File: src/rtl/ser_reg_pkg.sv
package ser_reg_pkg;

    localparam int REG_BITS  = 10;
    localparam int ADDR_BITS = 2;
    localparam int HDR_BITS  = 1 + ADDR_BITS;
    localparam int NUM_ADDR  = 1 << ADDR_BITS;
    localparam int NUM_WORDS = NUM_ADDR - 1;

    typedef enum logic [2:0] {
        ST_IDLE,
        ST_HDR,
        ST_WDATA,
        ST_WFULL,
        ST_RDATA,
        ST_RDONE
    } frame_state_t;

endpackage

File: src/rtl/ser_pin_sync.sv
module ser_pin_sync #(
    parameter int STAGES = 2
) (
    input  logic clk,
    input  logic rst_n,
    input  logic cs_n_raw,
    input  logic sclk_raw,
    input  logic din_raw,
    input  logic cmp_raw,
    output logic cs_lvl,
    output logic din_lvl,
    output logic cmp_lvl,
    output logic sclk_rise,
    output logic sclk_fall,
    output logic cs_rise
);
    localparam int PINS = 4;
    localparam int P_CS = 3;
    localparam int P_SCLK = 2;
    localparam int P_DIN = 1;
    localparam int P_CMP = 0;
    localparam logic [PINS-1:0] IDLE_VEC = 4'b1000;

    logic [STAGES-1:0][PINS-1:0] chain;
    logic [PINS-1:0]             last;
    logic                        cs_prev;
    logic                        sclk_prev;

    always_ff @(posedge clk or negedge rst_n) begin
        if (!rst_n) begin
            for (int s = 0; s < STAGES; s++) chain[s] <= IDLE_VEC;
        end else begin
            chain[0] <= {cs_n_raw, sclk_raw, din_raw, cmp_raw};
            for (int s = 1; s < STAGES; s++) chain[s] <= chain[s-1];
        end
    end

    assign last = chain[STAGES-1];

    always_ff @(posedge clk or negedge rst_n) begin
        if (!rst_n) begin
            cs_prev   <= 1'b1;
            sclk_prev <= 1'b0;
        end else begin
            cs_prev   <= last[P_CS];
            sclk_prev <= last[P_SCLK];
        end
    end

    assign cs_lvl    = last[P_CS];
    assign din_lvl   = last[P_DIN];
    assign cmp_lvl   = last[P_CMP];
    assign sclk_rise = last[P_SCLK] & ~sclk_prev;
    assign sclk_fall = ~last[P_SCLK] & sclk_prev;
    assign cs_rise   = last[P_CS] & ~cs_prev;

endmodule

File: src/rtl/ser_frame_fsm.sv
module ser_frame_fsm
    import ser_reg_pkg::*;
#(
    parameter int DATA_W = REG_BITS
) (
    input  logic                 clk,
    input  logic                 rst_n,
    input  logic                 cs_lvl,
    input  logic                 cs_rise,
    input  logic                 sclk_rise,
    input  logic                 sclk_fall,
    input  logic                 din_lvl,
    input  logic [DATA_W-1:0]    rd_word,
    output logic [ADDR_BITS-1:0] rd_addr,
    output logic                 wr_en,
    output logic [ADDR_BITS-1:0] wr_addr,
    output logic [DATA_W-1:0]    wr_data,
    output logic                 dout,
    output logic                 dout_oe
);
    localparam int FRAME_BITS = HDR_BITS + DATA_W;
    localparam int CNT_W      = $clog2(FRAME_BITS + 1);
    localparam int FL_W       = $clog2(DATA_W + 2);
    localparam logic [CNT_W-1:0] HDR_LAST   = CNT_W'(HDR_BITS - 1);
    localparam logic [CNT_W-1:0] FRAME_LAST = CNT_W'(FRAME_BITS - 1);
    localparam logic [FL_W-1:0]  FALL_LOAD  = FL_W'(DATA_W + 1);
    localparam logic [FL_W-1:0]  FALL_ONE   = FL_W'(1);

    frame_state_t           state;
    frame_state_t           state_nx;
    logic [CNT_W-1:0]       bit_cnt;
    logic [ADDR_BITS-1:0]   hdr_sr;
    logic [DATA_W-1:0]      data_sr;
    logic [DATA_W-1:0]      tx_sr;
    logic [FL_W-1:0]        fall_left;

    // State register
    always_ff @(posedge clk or negedge rst_n) begin
        if (!rst_n) state <= ST_IDLE;
        else        state <= state_nx;
    end

    // Transitions: SEL_LOW, HDR_WRITE, HDR_READ, WR_FULL, RD_DONE, DESELECT
    always_comb begin
        state_nx = state;
        if (cs_lvl) begin
            state_nx = ST_IDLE;                              // DESELECT
        end else begin
            unique case (state)
                ST_IDLE:  state_nx = ST_HDR;                 // SEL_LOW
                ST_HDR: begin
                    if (sclk_rise && bit_cnt == HDR_LAST)
                        state_nx = hdr_sr[1] ? ST_RDATA      // HDR_READ
                                             : ST_WDATA;     // HDR_WRITE
                end
                ST_WDATA: begin
                    if (sclk_rise && bit_cnt == FRAME_LAST)
                        state_nx = ST_WFULL;                 // WR_FULL
                end
                ST_WFULL: state_nx = ST_WFULL;
                ST_RDATA: begin
                    if (sclk_fall && fall_left == FALL_ONE)
                        state_nx = ST_RDONE;                 // RD_DONE
                end
                ST_RDONE: state_nx = ST_RDONE;
                default:  state_nx = ST_IDLE;
            endcase
        end
    end

    // Datapath and outputs
    always_ff @(posedge clk or negedge rst_n) begin
        if (!rst_n) begin
            bit_cnt   <= '0;
            hdr_sr    <= '0;
            data_sr   <= '0;
            tx_sr     <= '0;
            fall_left <= '0;
            dout_oe   <= 1'b0;
        end else if (cs_lvl) begin
            bit_cnt   <= '0;
            fall_left <= '0;
            dout_oe   <= 1'b0;
        end else begin
            unique case (state)
                ST_HDR: begin
                    if (sclk_rise) begin
                        hdr_sr  <= {hdr_sr[0], din_lvl};
                        bit_cnt <= bit_cnt + 1'b1;
                        if (bit_cnt == HDR_LAST && hdr_sr[1]) begin
                            tx_sr     <= rd_word;
                            dout_oe   <= 1'b1;
                            fall_left <= FALL_LOAD;
                        end
                    end
                end
                ST_WDATA: begin
                    if (sclk_rise) begin
                        data_sr <= {data_sr[DATA_W-2:0], din_lvl};
                        bit_cnt <= bit_cnt + 1'b1;
                    end
                end
                ST_RDATA: begin
                    if (sclk_fall) begin
                        if (fall_left == FALL_ONE) begin
                            dout_oe   <= 1'b0;
                            fall_left <= '0;
                        end else begin
                            // first fall after the load keeps the top bit
                            if (fall_left != FALL_LOAD)
                                tx_sr <= {tx_sr[DATA_W-2:0], 1'b0};
                            fall_left <= fall_left - 1'b1;
                        end
                    end
                end
                default: ;
            endcase
        end
    end

    assign rd_addr = {hdr_sr[0], din_lvl};
    assign wr_addr = hdr_sr;
    assign wr_data = data_sr;
    assign wr_en   = (state == ST_WFULL) && cs_rise;
    assign dout    = tx_sr[DATA_W-1];

endmodule

File: src/rtl/ser_reg_bank.sv
module ser_reg_bank
    import ser_reg_pkg::*;
#(
    parameter int DATA_W = REG_BITS
) (
    input  logic                        clk,
    input  logic                        rst_n,
    input  logic                        wr_en,
    input  logic [ADDR_BITS-1:0]        wr_addr,
    input  logic [DATA_W-1:0]           wr_data,
    input  logic [ADDR_BITS-1:0]        rd_addr,
    input  logic                        cmp_lvl,
    output logic [NUM_WORDS*DATA_W-1:0] words,
    output logic                        sense_flag,
    output logic [DATA_W-1:0]           rd_word
);
    localparam logic [ADDR_BITS-1:0] SENSE_ADDR = ADDR_BITS'(NUM_ADDR - 1);

    for (genvar g = 0; g < NUM_WORDS; g++) begin : g_word
        logic [DATA_W-1:0] q;
        always_ff @(posedge clk or negedge rst_n) begin
            if (!rst_n)
                q <= '0;
            else if (wr_en && wr_addr == ADDR_BITS'(g))
                q <= wr_data;
        end
        assign words[g*DATA_W +: DATA_W] = q;
    end

    always_ff @(posedge clk or negedge rst_n) begin
        if (!rst_n)
            sense_flag <= 1'b0;
        else if (wr_en && wr_addr == SENSE_ADDR)
            sense_flag <= wr_data[DATA_W-1];
    end

    always_comb begin
        if (rd_addr == SENSE_ADDR)
            rd_word = {sense_flag, {(DATA_W-2){1'b0}}, cmp_lvl};
        else
            rd_word = words[int'(rd_addr)*DATA_W +: DATA_W];
    end

endmodule

File: src/rtl/ser_reg_slave.sv
module ser_reg_slave
    import ser_reg_pkg::*;
#(
    parameter int DATA_W      = REG_BITS,
    parameter int SYNC_STAGES = 2
) (
    input  logic              clk,
    input  logic              rst_n,
    input  logic              spi_cs_n,
    input  logic              spi_sclk,
    input  logic              spi_din,
    input  logic              cmp_in,
    output logic              spi_dout,
    output logic              spi_dout_oe,
    output logic [DATA_W-1:0] ctl_reg0,
    output logic [DATA_W-1:0] ctl_reg1,
    output logic [DATA_W-1:0] ctl_reg2,
    output logic              sense_en
);
    logic                        cs_lvl;
    logic                        din_lvl;
    logic                        cmp_lvl;
    logic                        sclk_rise;
    logic                        sclk_fall;
    logic                        cs_rise;
    logic [ADDR_BITS-1:0]        rd_addr;
    logic [DATA_W-1:0]           rd_word;
    logic                        wr_en;
    logic [ADDR_BITS-1:0]        wr_addr;
    logic [DATA_W-1:0]           wr_data;
    logic [NUM_WORDS*DATA_W-1:0] words;

    ser_pin_sync #(.STAGES(SYNC_STAGES)) u_sync (
        .clk       (clk),
        .rst_n     (rst_n),
        .cs_n_raw  (spi_cs_n),
        .sclk_raw  (spi_sclk),
        .din_raw   (spi_din),
        .cmp_raw   (cmp_in),
        .cs_lvl    (cs_lvl),
        .din_lvl   (din_lvl),
        .cmp_lvl   (cmp_lvl),
        .sclk_rise (sclk_rise),
        .sclk_fall (sclk_fall),
        .cs_rise   (cs_rise)
    );

    ser_frame_fsm #(.DATA_W(DATA_W)) u_fsm (
        .clk       (clk),
        .rst_n     (rst_n),
        .cs_lvl    (cs_lvl),
        .cs_rise   (cs_rise),
        .sclk_rise (sclk_rise),
        .sclk_fall (sclk_fall),
        .din_lvl   (din_lvl),
        .rd_word   (rd_word),
        .rd_addr   (rd_addr),
        .wr_en     (wr_en),
        .wr_addr   (wr_addr),
        .wr_data   (wr_data),
        .dout      (spi_dout),
        .dout_oe   (spi_dout_oe)
    );

    ser_reg_bank #(.DATA_W(DATA_W)) u_bank (
        .clk        (clk),
        .rst_n      (rst_n),
        .wr_en      (wr_en),
        .wr_addr    (wr_addr),
        .wr_data    (wr_data),
        .rd_addr    (rd_addr),
        .cmp_lvl    (cmp_lvl),
        .words      (words),
        .sense_flag (sense_en),
        .rd_word    (rd_word)
    );

    assign ctl_reg0 = words[0*DATA_W +: DATA_W];
    assign ctl_reg1 = words[1*DATA_W +: DATA_W];
    assign ctl_reg2 = words[2*DATA_W +: DATA_W];

endmodule

File: config.mk
export PLATFORM = sky130hd
export DESIGN_NAME = ser_reg_slave
export DESIGN_NICKNAME = d
export VERILOG_FILES = /design/src/rtl/ser_reg_pkg.sv /design/src/rtl/ser_pin_sync.sv /design/src/rtl/ser_frame_fsm.sv /design/src/rtl/ser_reg_bank.sv /design/src/rtl/ser_reg_slave.sv
export SDC_FILE = /design/constraint.sdc
export NUM_CORES = 1
export LEC_CHECK = 0
export BUFFER_PORTS_ARGS = -buffer_cell sky130_fd_sc_hd__buf_2
export CORE_UTILIZATION = 35
export CTS_BUF_LIST = sky130_fd_sc_hd__clkbuf_8
export DETAILED_ROUTE_END_ITERATION = 10
export GPL_TIMING_DRIVEN = 0
export PLACE_DENSITY_LB_ADDON = 0.1
export SKIP_CTS_REPAIR_TIMING = 1
export SYNTH_ARGS = -nofsm -noshare
export SYNTH_HDL_FRONTEND = slang
export SYNTH_SLANG_ARGS = --single-unit
File: constraint.sdc
create_clock -name clk -period 2.1 [get_ports clk]
set_clock_uncertainty 0.15 [all_clocks]
set_input_delay 0.105 -clock clk [delete_from_list [all_inputs] [get_ports clk]]
set_output_delay 0.105 -clock clk [all_outputs]
set_load 0.02 [all_outputs]
# Yosys cells after proc, flatten, opt, wreduce, memory -nomap -nowiden
# Index checks and enable logic that the tools add are counted.
[op_classes]
n_addsub = 2
mul = 1
n_eq_ne = 25
shifts = 1
n_mux = 28
n_bitwise = 7
reduce_logical = 23
[op_table]
columns = ["cell", "n"]
rows = [
  ["$mux W10", 6],
  ["$mux W4", 8],
  ["$shiftx A30 B32 Y10", 1],
  ["$ne A3 B2 Y1 const B", 7],
  ["$pmux W10 S2", 1],
  ["$pmux W3 S6", 1],
  ["$mux W3", 5],
  ["$logic_and A1 B1 Y1", 9],
  ["$reduce_and A3 Y1", 3],
  ["$ne A2 B1 Y1 const B", 4],
  ["$pmux W4 S2", 1],
  ["$reduce_and A7 Y1", 1],
  ["$eq A2 B2 Y1 const B", 3],
  ["$eq A3 B2 Y1 const B", 2],
  ["$eq A3 B3 Y1 const B", 2],
  ["$reduce_bool A2 Y1", 3],
  ["$mul A2 B3 Y5 const B", 1],
  ["$mux W1", 5],
  ["$reduce_and A5 Y1", 1],
  ["$add A4 B1 Y4 const B", 1],
  ["$eq A4 B1 Y1 const B", 1],
  ["$eq A4 B2 Y1 const B", 1],
  ["$eq A4 B4 Y1 const B", 1],
  ["$ne A4 B4 Y1 const B", 1],
  ["other kinds (13)", 18],
]
[totals]
ff_bits = 75
in_bits = 6
word_cells = 102

# Longest topological paths before layout
# Gate-level depths: netlist of the first run.
[logic_depth]
ltp_word = 6
ltp_mapped = 7

# Hierarchy
# Synthesis of the first run repeated with hierarchy kept, for this count alone.
[unflattened]
hier_cells = 280
area_unflattened_um2 = 3652.3
[by_module_without_submodules]
columns = ["mod", "n_inst", "cells_each", "area_each_um2", "seq_area_each_um2"]
rows = [
  ["ser_frame_fsm", 1, 176, 1888.1, 850.8],
  ["ser_reg_bank", 1, 91, 1488.9, 775.7],
  ["ser_pin_sync", 1, 13, 275.3, 254.0],
]

# Least setup slack after synthesis of the first run
# Ideal clock, no wire load.
[synth_path]
path_type = "flip-flop to flip-flop"
from = "register u_fsm.fall_left[0]"
to = "register u_fsm.tx_sr[1]"
arrival_time_ps = 1781
slack_ps = 44
stages_incl_launch_ff = 6
n_path_buf = 0
cell_sequence = "dfrtp_1 -> ha_1 -> nor3b_1 -> nor4b_2 -> a2bb2oi_4 -> mux2_2"
[synth_via]
elab_chain_len = 3
[synth_lines]
columns = ["element", "line", "text"]
rows = [
  ["start, declared", "ser_frame_fsm.sv:35", "logic [FL_W-1:0] fall_left;"],
  ["start signal, assigned", "ser_frame_fsm.sv:112", "fall_left <= fall_left - 1'b1;"],
  ["$eq A4 B1 Y1 or $ne A4 B4 Y1 (tied branches)", "ser_frame_fsm.sv:105, ser_frame_fsm.sv:110", ""],
  ["$ne A2 B2 Y1 (no source line) or $ne A2 B1 Y1 (tied branches)", "--", ""],
  ["$reduce_and A7 Y1 (no source line) (*)", "--", ""],
  ["end signal, assigned", "ser_frame_fsm.sv:91", "tx_sr <= rd_word;"],
  ["end signal, assigned", "ser_frame_fsm.sv:111", "tx_sr <= {tx_sr[DATA_W-2:0], 1'b0};"],
  ["end, declared", "ser_frame_fsm.sv:34", "logic [DATA_W-1:0] tx_sr;"],
]
# Every way passes the cells marked *; elsewhere a longest branch is shown, timed or not.
# A chain may end at the register's enable or synchronous reset.

# Worst setup path after layout of the first run
[layout_path]
from = "register u_fsm.fall_left[0]"
to = "register u_fsm.tx_sr[9]"
# Same word-level chain as after synthesis.

==> reports/results.tsv, run 1 <==
stage	metric	value	unit
sta	fin crit share	100.7	%
pwr	total chip power	3.838	mW
synth	Synth cell types	50	
critical_path	Crit Path Max Fanout	5	
place	Final GP Congestion	0.8202	
floorplanning	Die Ht	102.3	um
clock_network	Root Driver	clkbuf_8	
place	Post-DP HPWL	5033	um
synth	Net Count, Synth	286	
detailed_routing	Post-route DRC	0	
run_status	failing checks	negative setup slack	
place	IO Port Bufs	38	
global_routing	initial antenna violation count	0	
floorplanning	Die Wd	102.3	um
clock_network	CTS tree	yes	
cells_and_area	share of post-route cells with drive strength above 1	42.39	%
critical_path	Reg2Reg Setup Slack	-10	ps
cells_and_area	sequential cell area	0.001881	mm^2
sta	RSZ-0062 raised after global routing	yes	
pwr	power per cell area	898.6	mW/mm^2
global_routing	GR Overflow Total	0	
detailed_routing	drt total wl	7722	um
floorplanning	core area	0.009774	mm^2
sta	measured slew at the worst slew-check pin	545.8	ps
pwr	Reg power frac	44.1	%
clock_network	H-tree depth	3	
critical_path	crit path capture type	register	
synth	Synth area leaders	dfrtp_1 (51%), mux2_2 (16%), ha_1 (3.2%)	
critical_path	Worst Path Buf+Inv	1	
critical_path	CP Data Required Time	2180	ps
global_routing	largest net degree at the start of global routing	58	
synth	average cell area after synthesis	13.00	um^2
detailed_routing	routed vias	2309	
synth	Synth Flop Type	dfrtp_1	
cells_and_area	Multi-input gate area	0.001577	mm^2
synth	Synth Instances	271	
synth	Seq cells post-synth	75	
sta	Max Clock Freq	0.4728	GHz
pwr	Max VDD drop	0.0003759	V
critical_path	Critical-path top delay cell	dfrtp_1	
critical_path	crit path kind	register to register	
synth	sequential share of the synthesized area	53.37	%
cells_and_area	fin nets	345	
critical_path	arrival time at the worst endpoint	2200	ps
global_routing	vias in the first global route	2217	
critical_path	type of origin of the critical path	register	
pwr	LEAKAGE	2.081	nW
detailed_routing	TritonRoute pass-1 iters	4	
critical_path	cells on worst reg2reg path	6	
cells_and_area	area grow syn2layout	21.20	%
synth	Synth top area share	51.14	%
sta	Final setup viols	4	
cells_and_area	diode count	0	
synth	area leader, netlist	dfrtp_1	
cells_and_area	Layout Cells excl Fill	468	
synth	Synth Cell Area	0.003523	mm^2
pwr	Sw Share	32.07	%
synth	Post-synth EDFFs	0	
clock_network	Worst-path clk slew	80	ps
global_routing	GRT Util Overall	15.83	%
sta	Slew Limit Fails	0	
synth	Post-synth ARST share	100.0	%
floorplanning	IO Pins	39	
flow_run	Max-cap violations	0	
pwr	internal power	2.607	mW
hold_path	Worst Hold Class	input port to async pin	
sta	worst setup margin	-14.96	ps
place	Setup WS pre-CTS	-318.5	ps
critical_path	Largest delay share family, worst path	simple AND/OR/NAND/NOR gates	
cells_and_area	fin area	0.004270	mm^2
floorplanning	Initial Util	36.05	%
place	DP Area	0.003910	mm^2
clock_network	clk sinks	75	
clock_network	cts bufs inserted	9	
critical_path	Worst R2R End	u_fsm.tx_sr[9]	
detailed_routing	Iter 0 DRT Violations	67	
critical_path	Worst R2R Start	u_fsm.fall_left[0]	
cells_and_area	fillcell total	926	
critical_path	slowest stage delay, CP	420	ps
detailed_routing	Final ANT Viol Nets	0	
floorplanning	die footprint	0.01047	mm^2
sta	worst rel slew slack	63.61	%
global_routing	first-pass GRT wire length	12190	um
pwr	Logic pwr share	25.7	%
sta	Period minus WS final	2115	ps
cells_and_area	Post-Route Utilization	43.69	%
detailed_routing	vias per cell	4.934	
critical_path	Critical Path, Cell by Cell	ha_2 -> and3b_1 -> nor4b_2 -> buf_4 -> a2bb2oi_4 -> mux2_2	
detailed_routing	routed length per instance	16.50	um
synth	Ys Warns	0	
sta	final hold vios	0	
run_status	status	finished with violations	
pwr	Clock Power Share	30.2	%
clock_network	clk buf depth	2	
clock_network	clk_lat worst skew	350	ps
pwr	NetSw	1.231	mW
place	Inst Count DP	443	
floorplanning	FP Rows	36	
==> power by group through the flow <==
| stage | combinational [mW] | clock (mW) | sequential (mW) |
|---|---|---|---|
| after global routing | 1.09 | 1.28 | 1.72 |
| after global placement | 0.920 | 0 | 1.71 |
| after CTS | 0.942 | 1.20 | 1.69 |
| after detailed placement | 0.936 | 0 | 1.72 |
| final | 0.987 | 1.16 | 1.69 |
| after floorplan | 0.674 | 0 | 1.71 |
==> metal layers <==
metal	global-route usage (%)	part of all wire [%]	up-vias
met2	21.53	43	31
met4	5.934	1.5	0
met1	24.56	53	1162
li1	-	-	1105
met5	0	0	-
met3	3.010	2.5	11
==> logic make-up (layout without fill, tap and decap cells) <==
kind of cell	Yosys count	in the layout	share of synthesized area (%)
AO/OA/AOI/OAI	37	38	7.600
XOR/XNOR	4	4	0.9942
adder cells (fa/ha/maj)	9	9	3.196
buffers and inverters	25	88	3.515
flip-flops	75	75	53.37
multiplexers	64	64	20.95
AND/OR/NAND/NOR	57	57	10.37
==> Yosys cell counts, types with 3 or more instances <==
cell / count
mux2_2: 50
inv_1: 11
mux2i_1: 10
nand4_1: 3
ha_1: 9
xnor2_1: 4
nand2_1: 5
nor2_1: 20
dfrtp_1: 72
clkbuf_1: 3
buf_2: 6
and4bb_2: 3
a21oi_1: 16
a2bb2oi_1: 8
dfstp_2: 3
==> placed cells by master (no fill, tap or decap), types with 3 or more instances in the layout <==
master and instances:
buf_2 40, buf_4 6, nand2_1 5, mux2i_1 10
nor2_1 20, a2bb2oi_1 8, ha_1 7, dlygate4sd3_1 5
mux2_2 49, inv_1 10, nand4_1 3, and4bb_2 3
dfrtp_1 72, xnor2_1 4, mux2_4 3, clkbuf_8 10
a21oi_1 16, dfstp_2 3
==> registers in the layout, indices dropped and copies added (netlist names) <==
name	count
u_bank.g_word.q	30
u_fsm.tx_sr	10
u_fsm.wr_data	10
u_fsm.bit_cnt	4
u_fsm.fall_left	4
u_sync.chain	4
u_sync.last	4
u_fsm.state	3
u_fsm.wr_addr	2
u_bank.sense_flag	1
u_fsm.dout_oe	1
u_sync.cs_prev	1
u_sync.sclk_prev	1
==> worst max path at each step <==
stage               slack [ps]  cells after the start               start               endpoint
floorplan                   40                      5  u_fsm.fall_left[0]         u_fsm.tx_sr[1]
global placement          -310                      5      u_sync.last[3]  u_bank.g_word[2].q[2]
detailed placement        -320                      5      u_sync.last[3]  u_bank.g_word[2].q[3]
CTS                       -330                      5      u_sync.last[3]  u_bank.g_word[2].q[9]
global route               -80                      6  u_fsm.fall_left[0]         u_fsm.tx_sr[9]
finish                     -10                      6  u_fsm.fall_left[0]         u_fsm.tx_sr[9]
==> area by class of cell <==
cell class / instances / area share (%)
clock buffers: 10 / 3.223
clock inverters: 6 / 1.670
repair buffers: 48 / 7.325
plain buffers: 13 / 1.963
flip-flops and latches: 75 / 44.04
well taps: 133 / 3.897
inverters: 11 / 0.9669
multi-input cells: 172 / 36.92
==> stage by stage <==
step                TNS [ps]  hold slack [ps]
global route          -488.9            56.09
finish                -40.41            39.37
detailed placement     -5626           -143.1
CTS                    -5916           -522.0
floorplan                  0           -340.6
global placement       -5013            60.56
Note: power is estimated with default switching activity, not from simulation.
==> run 2: changes to the inputs <==
SYNTH_HIERARCHICAL = 1   (was unset)
==> run 2 against run 1 <==
Compared with the run above:
- the flow still finishes with violations (negative setup slack)
- global-route usage fell by 0.84 points
- worst setup slack got worse by 60 ps
- first-iteration DRC count fell by 37%
- combinational power fell by 19%
- worst hold slack improved by 52 ps
- count of clock-buffer cells in the layout fell by 1
==> reports/results.tsv, run 2 <==
stage	metric	value	unit
clock_network	clk_lat worst skew	350	ps
clock_network	Worst-path clk slew	90	ps
critical_path	Worst R2R End	u_fsm/state[2]	
critical_path	arrival time at the worst endpoint	2280	ps
pwr	Max VDD drop	0.0003302	V
synth	Post-synth ARST share	100.0	%
sta	worst setup margin	-74.87	ps
synth	Synth Instances	280	
global_routing	GR Overflow Total	0	
floorplanning	Die Wd	104.2	um
pwr	power per cell area	770.0	mW/mm^2
place	IO Port Bufs	38	
sta	Hold WS	90.87	ps
pwr	total chip power	3.442	mW
critical_path	CP startpoint	u_fsm/bit_cnt[0]	
synth	Post-synth EDFFs	0	
detailed_routing	drt total wl	7868	um
critical_path	Crit Path Max Fanout	3	
synth	Synth top area share	49.33	%
global_routing	largest net degree at the start of global routing	41	
clock_network	clk sinks	75	
flow_run	Max-cap violations	0	
global_routing	met2 usage	22.00	%
synth	Synth area leaders	dfrtp_1 (49%), mux2_4 (12%), mux2_2 (7.1%)	
detailed_routing	routed vias	2333	
sta	fin crit share	103.6	%
detailed_routing	TritonRoute pass-1 iters	4	
synth	Synth cell types	44	
cells_and_area	largest reg by FF count	u_bank/g_word.q	
cells_and_area	share of post-route cells with drive strength above 1	44.60	%
cells_and_area	max reg flops	30	
synth	Net Count, Synth	295	
synth	Synth Flop Type	dfrtp_1	
floorplanning	IO Pins	39	
synth	average cell area after synthesis	13.04	um^2
cells_and_area	diode count	0	
clock_network	cts bufs inserted	9	
detailed_routing	routed length per instance	16.22	um
sta	worst rel slew slack	63.01	%
detailed_routing	vias per cell	4.810	
synth	Ys Warns	6	
global_routing	vias in the first global route	2290	
sta	Period minus WS final	2175	ps
sta	RSZ-0062 raised after global routing	yes	
sta	Max Clock Freq	0.4598	GHz
critical_path	Worst R2R Start	u_fsm/bit_cnt[0]	
critical_path	type of origin of the critical path	register	
cells_and_area	fin nets	362	
sta	Slew Limit Fails	0	
synth	Synth Cell Area	0.003652	mm^2
synth	Seq cells post-synth	75	
synth	top-count cell post-synth	dfrtp_1	
clock_network	CTS tree	yes	
pwr	LEAKAGE	2.242	nW
floorplanning	Initial Util	36.69	%
critical_path	crit path kind	register to register	
clock_network	Root Driver	clkbuf_8	
sta	measured slew at the worst slew-check pin	554.9	ps
cells_and_area	most common cell after layout, fill and taps aside	dfrtp_1	
sta	final hold vios	0	
floorplanning	FP Rows	36	
synth	area leader, netlist	dfrtp_1	
run_status	failing checks	negative setup slack	
floorplanning	Die Ht	104.2	um
floorplanning	die footprint	0.01085	mm^2
detailed_routing	Final ANT Viol Nets	0	
critical_path	CP Data Required Time	2200	ps
run_status	status	finished with violations	
cells_and_area	area grow syn2layout	22.40	%
sta	Final setup viols	11	
cells_and_area	commonest non-fill, non-tap cells in the layout	dfrtp_1 (70), buf_2 (40), nand2_1 (32)	
floorplanning	core area	0.009955	mm^2
synth	most frequent cells after synthesis	dfrtp_1 (72), nand2_1 (32), mux2_4 (29)	
global_routing	met3 Usage GRT	3.509	%
global_routing	routing usage on met1	21.90	%
global_routing	initial antenna violation count	0	
detailed_routing	Iter 0 DRT Violations	42	
critical_path	crit path capture type	register	
clock_network	clk buf depth	2	
critical_path	Reg2Reg Setup Slack	-70	ps
place	Final GP Congestion	0.7338	
global_routing	GRT Util Overall	14.98	%
clock_network	H-tree depth	3	
synth	sequential share of the synthesized area	51.49	%
hold_path	Worst Hold Class	input port to async pin	
detailed_routing	Post-route DRC	0	
critical_path	Critical Path End	u_fsm/state[2]	
global_routing	grt peak-use layer	met2	
critical_path	cells on worst reg2reg path	6	
global_routing	first-pass GRT wire length	12650	um
place	Post-DP HPWL	5181	um
-- run 2: cell types whose count changed after synthesis, sizes merged, moves of 3 or more --
cell | before | now
nand4 | 4 | 0
nor3b | 2 | 5
nor3 | 2 | 5
nor2b | 2 | 5
o21ai | 2 | 5
o2bb2ai | 1 | 8
a2bb2oi | 9 | 0
nor4 | 3 | 0
inv | 11 | 7
nand2 | 6 | 32
nor2 | 21 | 8
a21oi | 16 | 5
-- run 2: critical path: stages (launching register included) --
cell	delay, ps
dfrtp_1	430
inv_2	100
ha_4	130
or3b_4	360
a32o_1	210
or3_4	360
o41ai_4	330
-- run 2: final cells by class --
class	count	area [um^2]
inverter	7	26.28
clock inverter	7	46.29
tap	133	166.4
sequential	75	1883
clock buffer	9	123.9
timing repair buffer	57	367.9
fill	930	5484
buffer	15	120.1
multi-input combinational	182	1737
-- run 2: logic make-up after synthesis --
| logic type | after synthesis | share of synthesized area (%) |
|---|---|---|
| AO/OA/AOI/OAI | 30 | 6.509 |
| XOR/XNOR | 4 | 0.9591 |
| adder cells (fa/ha/maj) | 9 | 3.083 |
| buffers and inverters | 23 | 3.734 |
| flip-flops | 75 | 51.49 |
| multiplexers | 64 | 22.99 |
| AND/OR/NAND/NOR | 75 | 11.24 |
-- run 2: worst min-delay path by stage --
stage                  start                    end  slack, ps  depth (start not counted)
global route           rst_n       u_fsm/bit_cnt[0]        130                          2
global placement    spi_cs_n        u_sync/chain[3]         60                          1
floorplan              rst_n  u_bank/g_word[0].q[0]       -340                          0
detailed placement     rst_n       u_fsm/bit_cnt[0]        -50                          1
finish                 rst_n       u_fsm/bit_cnt[0]         90                          2
CTS                    rst_n       u_fsm/bit_cnt[0]       -450                          1
-- run 2: report_power, final --
group | total, mW | switching (mW) | internal, mW
combinational | 0.803 | 0.419 | 0.384
sequential | 1.64 | 0.117 | 1.52
clock | 0.998 | 0.574 | 0.424
total | 3.44 | 1.11 | 2.33
-- run 2: metal layers --
layer  wire length, um  vias up  part of all wire [%]
li1                  -     1121                     -
met1              3989     1176                    51
met2              3578       31                    45
met3               236        5                   3.0
met4                63        0                  0.80
met5                 0        -                     0
-- run 2: metrics by stage --
| step | setup WS [ps] | instance area (um^2) | setup TNS [ps] | instances | utilization [%] |
|---|---|---|---|---|---|
| after global placement | -262.5 | 4028 | -2647 | 451 | 40.46 |
| after CTS | -258.3 | 4220 | -4143 | 468 | 42.40 |
| final | -74.87 | 4471 | -454.4 | 485 | 44.91 |
| after detailed placement | -234.5 | 4050 | -3554 | 452 | 40.69 |
| after global routing | -142.7 | 4471 | -1535 | 485 | 44.91 |
| after floorplan | 13.52 | 3671 | 0 | 280 | - |
==> run 3: changes to the inputs <==
CORE_UTILIZATION = 45   (was 35)
PLACE_DENSITY = 0.66   (was unset)
PLACE_DENSITY_LB_ADDON = unset   (was 0.1)
==> run 3 against run 2 <==
Compared with the run above:
- the run still ends with negative setup slack left
- total power shrank 1.7%
- critical path depth is the same
- register-to-register slack gained 20 ps
- cell count shrank 6.8%
- global-route usage grew 3.2 points
- non-clock buffer count shrank 2
- sequential power is essentially flat
- sequential share of layout area grew 0.88 points
- via count grew 0.90%
- worst hold slack gained 18 ps
- combinational power shrank 6.2%
- critical path type unchanged
- largest power group unchanged
- highest routed layer unchanged
==> reports/results.tsv, run 3 (synthesis gave the netlist of run 2 again) <==
stage	metric	value	unit
global_routing	first-pass GRT wire length	11700	um
detailed_routing	Iter 0 DRT Violations	79	
floorplanning	IO Pins	39	
global_routing	vias in the first global route	2322	
floorplanning	Initial Util	46.78	%
pwr	Clock Power Share	29.4	%
run_status	failing checks	negative setup slack	
clock_network	cts bufs inserted	9	
floorplanning	Die Wd	92.09	um
clock_network	clk_lat worst skew	350	ps
global_routing	GRT Util Overall	18.15	%
clock_network	Root Driver	clkbuf_8	
detailed_routing	Final ANT Viol Nets	0	
critical_path	Worst Path Buf+Inv	1	
sta	final hold vios	0	
critical_path	crit path kind	register to register	
detailed_routing	vias per cell	5.208	
place	Setup WS pre-CTS	-273.3	ps
global_routing	largest net degree at the start of global routing	40	
detailed_routing	TritonRoute pass-1 iters	4	
hold_path	Worst Hold Class	input port to async pin	
floorplanning	die footprint	0.008481	mm^2
place	Final GP Congestion	0.7905	
pwr	Sw Share	30.51	%
place	Post-DP HPWL	4705	um
critical_path	type of origin of the critical path	register	
critical_path	WP depth	6	
sta	Max Clock Freq	0.4647	GHz
cells_and_area	area grow syn2layout	19.90	%
critical_path	Crit Path Max Fanout	4	
critical_path	CP Data Required Time	2180	ps
clock_network	Worst-path clk slew	80	ps
pwr	LEAKAGE	2.218	nW
critical_path	crit path capture type	register	
detailed_routing	routed vias	2354	
sta	Period minus WS final	2152	ps
clock_network	CTS tree	yes	
critical_path	cells on worst reg2reg path	6	
sta	RSZ-0062 raised after global routing	yes	
pwr	Max VDD drop	0.0004781	V
sta	fin crit share	102.5	%
flow_run	Max-cap violations	0	
cells_and_area	share of post-route cells with drive strength above 1	44.00	%
cells_and_area	commonest non-fill, non-tap cells in the layout	dfrtp_1 (70), buf_2 (39), nand2_1 (32)	
sta	Slew Limit Fails	0	
floorplanning	core area	0.007807	mm^2
pwr	Reg power frac	48.4	%
detailed_routing	routed length per instance	15.71	um
cells_and_area	largest reg by FF count	u_bank/g_word.q	
critical_path	arrival time at the worst endpoint	2230	ps
detailed_routing	drt total wl	7100	um
sta	Final setup viols	11	
detailed_routing	Post-route DRC	0	
critical_path	Critical-path top delay cell	dfrtp_1	
pwr	Logic pwr share	22.3	%
critical_path	Reg2Reg Setup Slack	-50	ps
critical_path	Worst R2R Start	u_fsm/bit_cnt[0]	
critical_path	Critical Path, Cell by Cell	inv_2 -> ha_4 -> or3b_4 -> a32o_1 -> or3_4 -> o41ai_2	
cells_and_area	diode count	0	
global_routing	GR Overflow Total	0	
cells_and_area	max reg flops	30	
clock_network	clk buf depth	2	
clock_network	clk sinks	75	
cells_and_area	fin nets	360	
cells_and_area	most common cell after layout, fill and taps aside	dfrtp_1	
sta	worst setup margin	-51.96	ps
critical_path	slowest stage delay, CP	430	ps
pwr	total chip power	3.384	mW
floorplanning	Die Ht	92.09	um
clock_network	H-tree depth	3	
pwr	power per cell area	772.7	mW/mm^2
global_routing	initial antenna violation count	0	
pwr	NetSw	1.033	mW
place	IO Port Bufs	38	
run_status	status	finished with violations	
critical_path	Worst R2R End	u_fsm/state[2]	
floorplanning	FP Rows	32	
pwr	internal power	2.351	mW
critical_path	Largest delay share family, worst path	simple AND/OR/NAND/NOR gates	
sta	worst rel slew slack	66.16	%
sta	measured slew at the worst slew-check pin	507.6	ps
run 3: changes by cell type in the layout (fill, tap and decap cells not counted), sizes merged:
cell | previous run | this run
buf | 63 | 60
clkbuf | 13 | 15
clkinv | 0 | 3
clkinvlp | 4 | 2
inv | 10 | 8
run 3: worst max path at each step:
stage                          start              to  slack (ps)
CTS                   u_fsm/state[2]  u_fsm/tx_sr[6]        -290
floorplan             u_fsm/state[1]  u_fsm/tx_sr[1]          10
detailed placement    u_fsm/state[2]  u_fsm/tx_sr[6]        -270
global placement      u_fsm/state[2]  u_fsm/tx_sr[9]        -250
finish              u_fsm/bit_cnt[0]  u_fsm/state[2]         -50
global route        u_fsm/bit_cnt[0]  u_fsm/tx_sr[1]        -110
run 3: power by group through the flow:
| stage | logic (mW) | registers (mW) | clock network (mW) |
|---|---|---|---|
| after global routing | 0.821 | 1.66 | 1.08 |
| after global placement | 0.621 | 1.65 | 0 |
| after floorplan | 0.476 | 1.64 | 0 |
| after CTS | 0.633 | 1.63 | 1.02 |
| after detailed placement | 0.629 | 1.66 | 0 |
| final | 0.753 | 1.64 | 0.994 |
run 3: worst register-to-register path, stage by stage, from the launching register on:
cell	delay, ps
dfrtp_1	430
inv_2	100
ha_4	130
or3b_4	360
a32o_1	200
or3_4	340
o41ai_2	330
run 3: final cells by class:
type | instances | area, um^2
Fill cell | 671 | 3428
Sequential cell | 75 | 1883
Multi-Input combinational cell | 182 | 1702
Timing Repair Buffer | 55 | 345.3
Clock buffer | 10 | 137.6
Tap cell | 102 | 127.6
Buffer | 15 | 118.9
Clock inverter | 6 | 38.79
Inverter | 7 | 26.28
run 3: per-stage QoR:
stage               instances  TNS (ps)  area [um^2]  util, %  hold WS (ps)
floorplan                 280         0         3671        -        -340.6
global placement          420     -2488         3989    51.09         62.44
detailed placement        421     -3112         4011    51.38        -47.74
CTS                       437     -3779         4188    53.64        -430.0
global route              452     -1230         4379    56.09         142.7
finish                    452    -401.0         4379    56.09         108.4
run 3: routing by layer:
| layer | track usage, % | routed length [um] |
|---|---|---|
| met5 | 0 | 0 |
| met1 | 25.10 | 3484 |
| met2 | 28.05 | 3313 |
| met3 | 3.566 | 191 |
| met4 | 7.422 | 111 |
